**config.mk**
```make
export PLATFORM = sky130hd
export DESIGN_NAME = ddr2_wturn_guard
export DESIGN_NICKNAME = d
export VERILOG_FILES = /design/src/rtl/wturn_pkg.sv /design/src/rtl/wturn_cfg.sv /design/src/rtl/wturn_gap_timer.sv /design/src/rtl/ddr2_wturn_guard.sv
export SDC_FILE = /design/constraint.sdc
export NUM_CORES = 1
export LEC_CHECK = 0
export BUFFER_PORTS_ARGS = -buffer_cell sky130_fd_sc_hd__buf_2
export CORE_ASPECT_RATIO = 0.75
export CORE_MARGIN = 1.5
export CORE_UTILIZATION = 55
export CTS_CLUSTER_SIZE = 8
export DETAILED_ROUTE_END_ITERATION = 16
export PLACE_DENSITY = 0.7
export SETUP_SLACK_MARGIN = 0.05
export SLEW_MARGIN = 20
export SYNTH_ARGS = -nofsm -noshare
export SYNTH_HDL_FRONTEND = slang
export SYNTH_HIERARCHICAL = 1
export SYNTH_SLANG_ARGS = --single-unit
export TNS_END_PERCENT = 1
```
**constraint.sdc**
```tcl
create_clock -name clk -period 3 [get_ports clk]
set_input_delay 0.6 -clock clk [delete_from_list [all_inputs] [get_ports clk]]
set_output_delay 0.6 -clock clk [all_outputs]
set_load 0.005 [all_outputs]
```
**src/rtl/wturn_pkg.sv**
```systemverilog
package wturn_pkg;

  typedef enum logic [1:0] {
    OP_IDLE   = 2'b00,
    OP_WRITE  = 2'b01,
    OP_READ   = 2'b10,
    OP_PRECHG = 2'b11
  } wturn_op_e;

  localparam int FW = 4;
  localparam logic [FW-1:0] WTP_CEIL = 4'hF;
  localparam logic [FW-1:0] WTR_CEIL = 4'hC;

  // precharge gap code legal when 4 or more
  function automatic logic wtp_code_ok(input logic [FW-1:0] code);
    return code >= 4'h4;
  endfunction

  // read gap code legal in 6..12
  function automatic logic wtr_code_ok(input logic [FW-1:0] code);
    return (code >= 4'h6) && (code <= 4'hC);
  endfunction

  function automatic logic [FW-1:0] pick_gap(input logic [FW-1:0] code,
                                             input logic err,
                                             input logic [FW-1:0] ceil);
    return err ? ceil : code;
  endfunction

  // timer loaded with gap-1 reaches zero exactly gap cycles after the write
  function automatic logic [FW-1:0] reload_of(input logic [FW-1:0] gap);
    return gap - 4'd1;
  endfunction

endpackage

```
**src/rtl/wturn_cfg.sv**
```systemverilog
module wturn_cfg
  import wturn_pkg::*;
#(
  parameter logic [FW-1:0] WTP_RST = 4'hB,
  parameter logic [FW-1:0] WTR_RST = 4'h9
) (
  input  logic          clk,
  input  logic          rst_n,
  input  logic          cfg_wr,
  input  logic [2*FW-1:0] cfg_hi,
  output logic [FW-1:0] gap_wtp,
  output logic [FW-1:0] gap_wtr,
  output logic          err_wtp,
  output logic          err_wtr
);

  logic [FW-1:0] wtp_q, wtr_q;
  wire  [FW-1:0] wtp_in = cfg_hi[2*FW-1:FW];
  wire  [FW-1:0] wtr_in = cfg_hi[FW-1:0];

  always_ff @(posedge clk) begin
    if (!rst_n) begin
      wtp_q   <= WTP_RST;
      wtr_q   <= WTR_RST;
      err_wtp <= 1'b0;
      err_wtr <= 1'b0;
    end else if (cfg_wr) begin
      wtp_q <= wtp_in;
      wtr_q <= wtr_in;
      if (!wtp_code_ok(wtp_in)) err_wtp <= 1'b1;
      if (!wtr_code_ok(wtr_in)) err_wtr <= 1'b1;
    end
  end

  assign gap_wtp = pick_gap(wtp_q, err_wtp, WTP_CEIL);
  assign gap_wtr = pick_gap(wtr_q, err_wtr, WTR_CEIL);

endmodule

```
**src/rtl/wturn_gap_timer.sv**
```systemverilog
module wturn_gap_timer #(
  parameter int CW = 4
) (
  input  logic          clk,
  input  logic          rst_n,
  input  logic          load,
  input  logic [CW-1:0] load_val,
  output logic          open
);

  logic [CW-1:0] cnt;

  always_ff @(posedge clk) begin
    if (!rst_n)          cnt <= '0;
    else if (load)       cnt <= load_val;
    else if (cnt != '0)  cnt <= cnt - 1'b1;
  end

  assign open = (cnt == '0);

endmodule

```
**src/rtl/ddr2_wturn_guard.sv**
```systemverilog
module ddr2_wturn_guard
  import wturn_pkg::*;
#(
  parameter int RANKS = 2,
  parameter int BANKS = 4,
  parameter logic [3:0] WTP_RST = 4'hB,
  parameter logic [3:0] WTR_RST = 4'h9,
  localparam int RW = (RANKS > 1) ? $clog2(RANKS) : 1,
  localparam int BW = (BANKS > 1) ? $clog2(BANKS) : 1
) (
  input  logic          clk,
  input  logic          rst_n,
  input  logic          cfg_wr,
  input  logic [7:0]    cfg_hi,
  input  logic          cmd_valid,
  input  logic [1:0]    cmd_op,
  input  logic [RW-1:0] cmd_rank,
  input  logic [BW-1:0] cmd_bank,
  output logic          cmd_grant,
  output logic          cmd_stall,
  output logic          cfg_err
);

  localparam int NB = RANKS * BANKS;

  wturn_op_e     op_e;
  logic [FW-1:0] gap_wtp, gap_wtr;
  logic          err_wtp, err_wtr;
  logic          wr_fire;
  logic [NB-1:0]    bank_hit, pc_open;
  logic [RANKS-1:0] rank_hit, rd_open;
  logic          pc_ok, rd_ok;

  assign op_e    = wturn_op_e'(cmd_op);
  assign wr_fire = cmd_valid && (op_e == OP_WRITE);

  wturn_cfg #(.WTP_RST(WTP_RST), .WTR_RST(WTR_RST)) u_cfg (
    .clk     (clk),
    .rst_n   (rst_n),
    .cfg_wr  (cfg_wr),
    .cfg_hi  (cfg_hi),
    .gap_wtp (gap_wtp),
    .gap_wtr (gap_wtr),
    .err_wtp (err_wtp),
    .err_wtr (err_wtr)
  );

  // one write-to-precharge timer per rank/bank pair
  for (genvar gi = 0; gi < NB; gi++) begin : g_bank
    localparam int RI = gi / BANKS;
    localparam int BI = gi % BANKS;
    assign bank_hit[gi] = (cmd_rank == RW'(RI)) && (cmd_bank == BW'(BI));
    wturn_gap_timer #(.CW(FW)) u_pc (
      .clk      (clk),
      .rst_n    (rst_n),
      .load     (wr_fire && bank_hit[gi]),
      .load_val (reload_of(gap_wtp)),
      .open     (pc_open[gi])
    );
  end

  // one write-to-read timer per rank
  for (genvar gr = 0; gr < RANKS; gr++) begin : g_rank
    assign rank_hit[gr] = (cmd_rank == RW'(gr));
    wturn_gap_timer #(.CW(FW)) u_rd (
      .clk      (clk),
      .rst_n    (rst_n),
      .load     (wr_fire && rank_hit[gr]),
      .load_val (reload_of(gap_wtr)),
      .open     (rd_open[gr])
    );
  end

  assign pc_ok = |(bank_hit & pc_open);
  assign rd_ok = |(rank_hit & rd_open);

  always_comb begin
    cmd_grant = 1'b0;
    case (op_e)
      OP_WRITE:  cmd_grant = cmd_valid;
      OP_READ:   cmd_grant = cmd_valid && rd_ok;
      OP_PRECHG: cmd_grant = cmd_valid && pc_ok;
      default:   cmd_grant = 1'b0;
    endcase
  end

  assign cmd_stall = cmd_valid && ((op_e == OP_READ) || (op_e == OP_PRECHG)) && !cmd_grant;
  assign cfg_err   = err_wtp || err_wtr;

endmodule

```
==> metrics.cfg <==
[power_and_ir_drop]
p_per_area_nw_per_um2=962
ir_drop_uv=509
total_leakage_power_nw=1.42

[place]
port_buffers=19
place_congestion=0.780
dp_cells=418
dp.final_hpwl_um=4350

[die]
ios=20
start_util_pct=57.4
dieHeight_um=67.7
fp-row-count=23
die_area_sq_um=6050
core_sq_um=5350
die_w_um=89.3

[sta]
slew_violations=0
rsz0062_at_grt=no
hold_viol=0
fmax_ghz=0.383
finalSetupViolations=0
hold_ws_ns=0.475
clock_skew_ns=0.00629
relSlewSlack_pct=46.3
min_period_over_period_pct=87.0
fin_tns_setup_ns=0
tightest_slew_ns=0.802
post-route-min-period_ns=2.61

[yosys]
syn_inst=326
synth_most_common_cell=dfxtp_1
yosysSeqAreaShare_pct=32.6
synthesis.nets=355
synthDistinctLibCells=36
ys.flop_type=dfxtp_1
synth_edf_count=0
yosysTopAreaCellShare_pct=32.6
synthArstFlopShare_pct=0
synth.avg_cell_area_sq_um=9.43
syn_area_sq_um=3070
synth_area_leaders=dfxtp_1 33%, mux2i_1 6.8%, nor3b_4 6.1%, xnor2_1 5.7%, nand3_1 5.0%
synth.top_cells.by_count=50 x dfxtp_1, 31 x nand3_1, 29 x inv_1, 23 x nand2b_1, 21 x mux2i_1
yosysWarnings=6
synth_top_cell_by_area=dfxtp_1
synth_seq_cells=50

[drt]
drt.antenna.violating_nets=0
first_pass_iters=4
drc=0
drt-total-wl_um=5690
first_iter_violations=65
vias_per_cell=5.35
vias=2279
wl_per_cell_um=13.4

[clock_network]
root_buffer=clkbuf_8
cts.reportedPaths.clkPinSlew_ns=0.09
cts_hold_buf=0
post_cts_resize_count=0
cts_tree=done
cts.sink_count=50
cts_buffers=5
htree_levels=2
clk_latency_ns=0.30
clock_path_buffers=2
postCtsSetupBuffers=0

[layout]
fin_cells=426
n_antenna_cell=0
fillers=484
syn2layout_area_growth_pct=8.51
fin_nets=379
drive_above_1_share_pct=22.2

[global_routing]
grt_use_total_pct=20.9
grt_pass1_wl_um=9710
grt_remaining_overflow=0
grt_max_degree=38
first_global_vias=2172
antenna_found_initial=0

[critical_path]
slowest_delay_ns=0.33
path_class=flip-flop to output pin
critical_path_required_ns=2.40
crit_arrival_ns=2.01
end_kind=output pin
cp_cell_sequence=inv_1 > ha_1 > nor3b_4 > nand2b_1 > mux2i_1 > a22o_1 > a21oi_1 > buf_2
critical-path-slowest-cell=dfxtp_1
crit_fanout=4
startpoint_type=flip-flop

[flow_run]
cap_viol_max_count=0

[worst_hold_path]
hold_path_class=flip-flop to flip-flop

[outcome]
status=finished clean

-- registers in the layout (all words and copies together), names as in the netlist --
register         count
g_bank.u_pc/cnt     32
g_rank.u_rd/cnt      8
u_cfg/err_wtp        1
u_cfg/err_wtr        1
u_cfg/wtp_q          4
u_cfg/wtr_q          4
-- critical path: cells and delay by family (launching register included) --
kind	cells	cell delay [ns]
buffers and inverters	2	0.23
flip-flops	1	0.33
AND/OR/NAND/NOR	2	0.45
AO/OA/AOI/OAI	2	0.44
multiplexers	1	0.07
adder cells (fa/ha/maj)	1	0.20
-- layout by cell type, fill, tap and decap left out, drive strengths merged, types with 3 or more instances in the layout --
cell type,instances
a21oi,3
buf,22
clkbuf,6
dfxtp,50
ha,12
inv,29
mux2,11
mux2i,21
nand2,19
nand2b,23
nand3,31
nor2,6
nor2b,6
nor3,16
nor3b,12
o211a,10
o21ai,22
o31ai,10
or2,7
xnor2,20
xor2,4
-- layer usage --
layer	wire length (um)	up-vias	track usage (%)
met5	0	-	0
met2	2620	12	34.4
li1	-	1187	-
met1	2920	1076	28.8
met4	33	0	4.04
met3	116	4	4.03
-- power by group --
part / switching, mW / internal (mW)
Sequential: 0.220 / 0.897
Clock: 0.224 / 0.186
Combinational: 0.738 / 0.942
Total: 1.18 / 2.02
-- cell type report --
type | count | area (sq um) | share of cell area, %
clock inverters | 2 | 12.5 | 0.375
inverters | 29 | 109 | 3.26
well taps | 75 | 93.8 | 2.81
repair buffers | 22 | 118 | 3.53
clock buffers | 6 | 82.6 | 2.48
multi-input cells | 242 | 1920 | 57.5
flip-flops and latches | 50 | 1000 | 30.0
-- worst paths after layout --
check / slack, ns / start / cells after the start / end
max: 0.39 / g_bank[6].u_pc/cnt[0]$_SDFFE_PN0P_ / 8 / cmd_grant
min: 0.47 / u_cfg/wtr_q[0]$_SDFFE_PN1P_ / 2 / u_cfg/wtr_q[0]$_SDFFE_PN1P_
max reg2reg: 0.94 / u_cfg/err_wtp$_SDFFE_PN0P_ / 6 / g_bank[3].u_pc/cnt[2]$_SDFFE_PN0P_
min reg2reg: 0.47 / u_cfg/wtr_q[0]$_SDFFE_PN1P_ / 2 / u_cfg/wtr_q[0]$_SDFFE_PN1P_
-- kinds of logic after synthesis --
logic type | share of synthesized area [%]
flops | 32.6
buf+inv | 5.01
fa+ha+maj | 4.89
simple gates | 27.5
compound gates | 12.3
xor+xnor | 6.84
mux | 10.9
-- metrics by stage --
step / total power, mW / area (sq um) / setup slack, ns / utilization, %
3_3_place_gp: 2.77 / 3240 / 0.764 / 60.5
6_report: 3.21 / 3330 / 0.391 / 62.3
4_1_cts: 3.24 / 3330 / 0.380 / 62.3
2_1_floorplan: 2.53 / 3070 / 1.03 / -
3_5_place_dp: 2.82 / 3240 / 0.727 / 60.5
5_1_grt: 3.48 / 3330 / 0.261 / 62.3
Note: power is estimated with default switching activity, not from simulation.
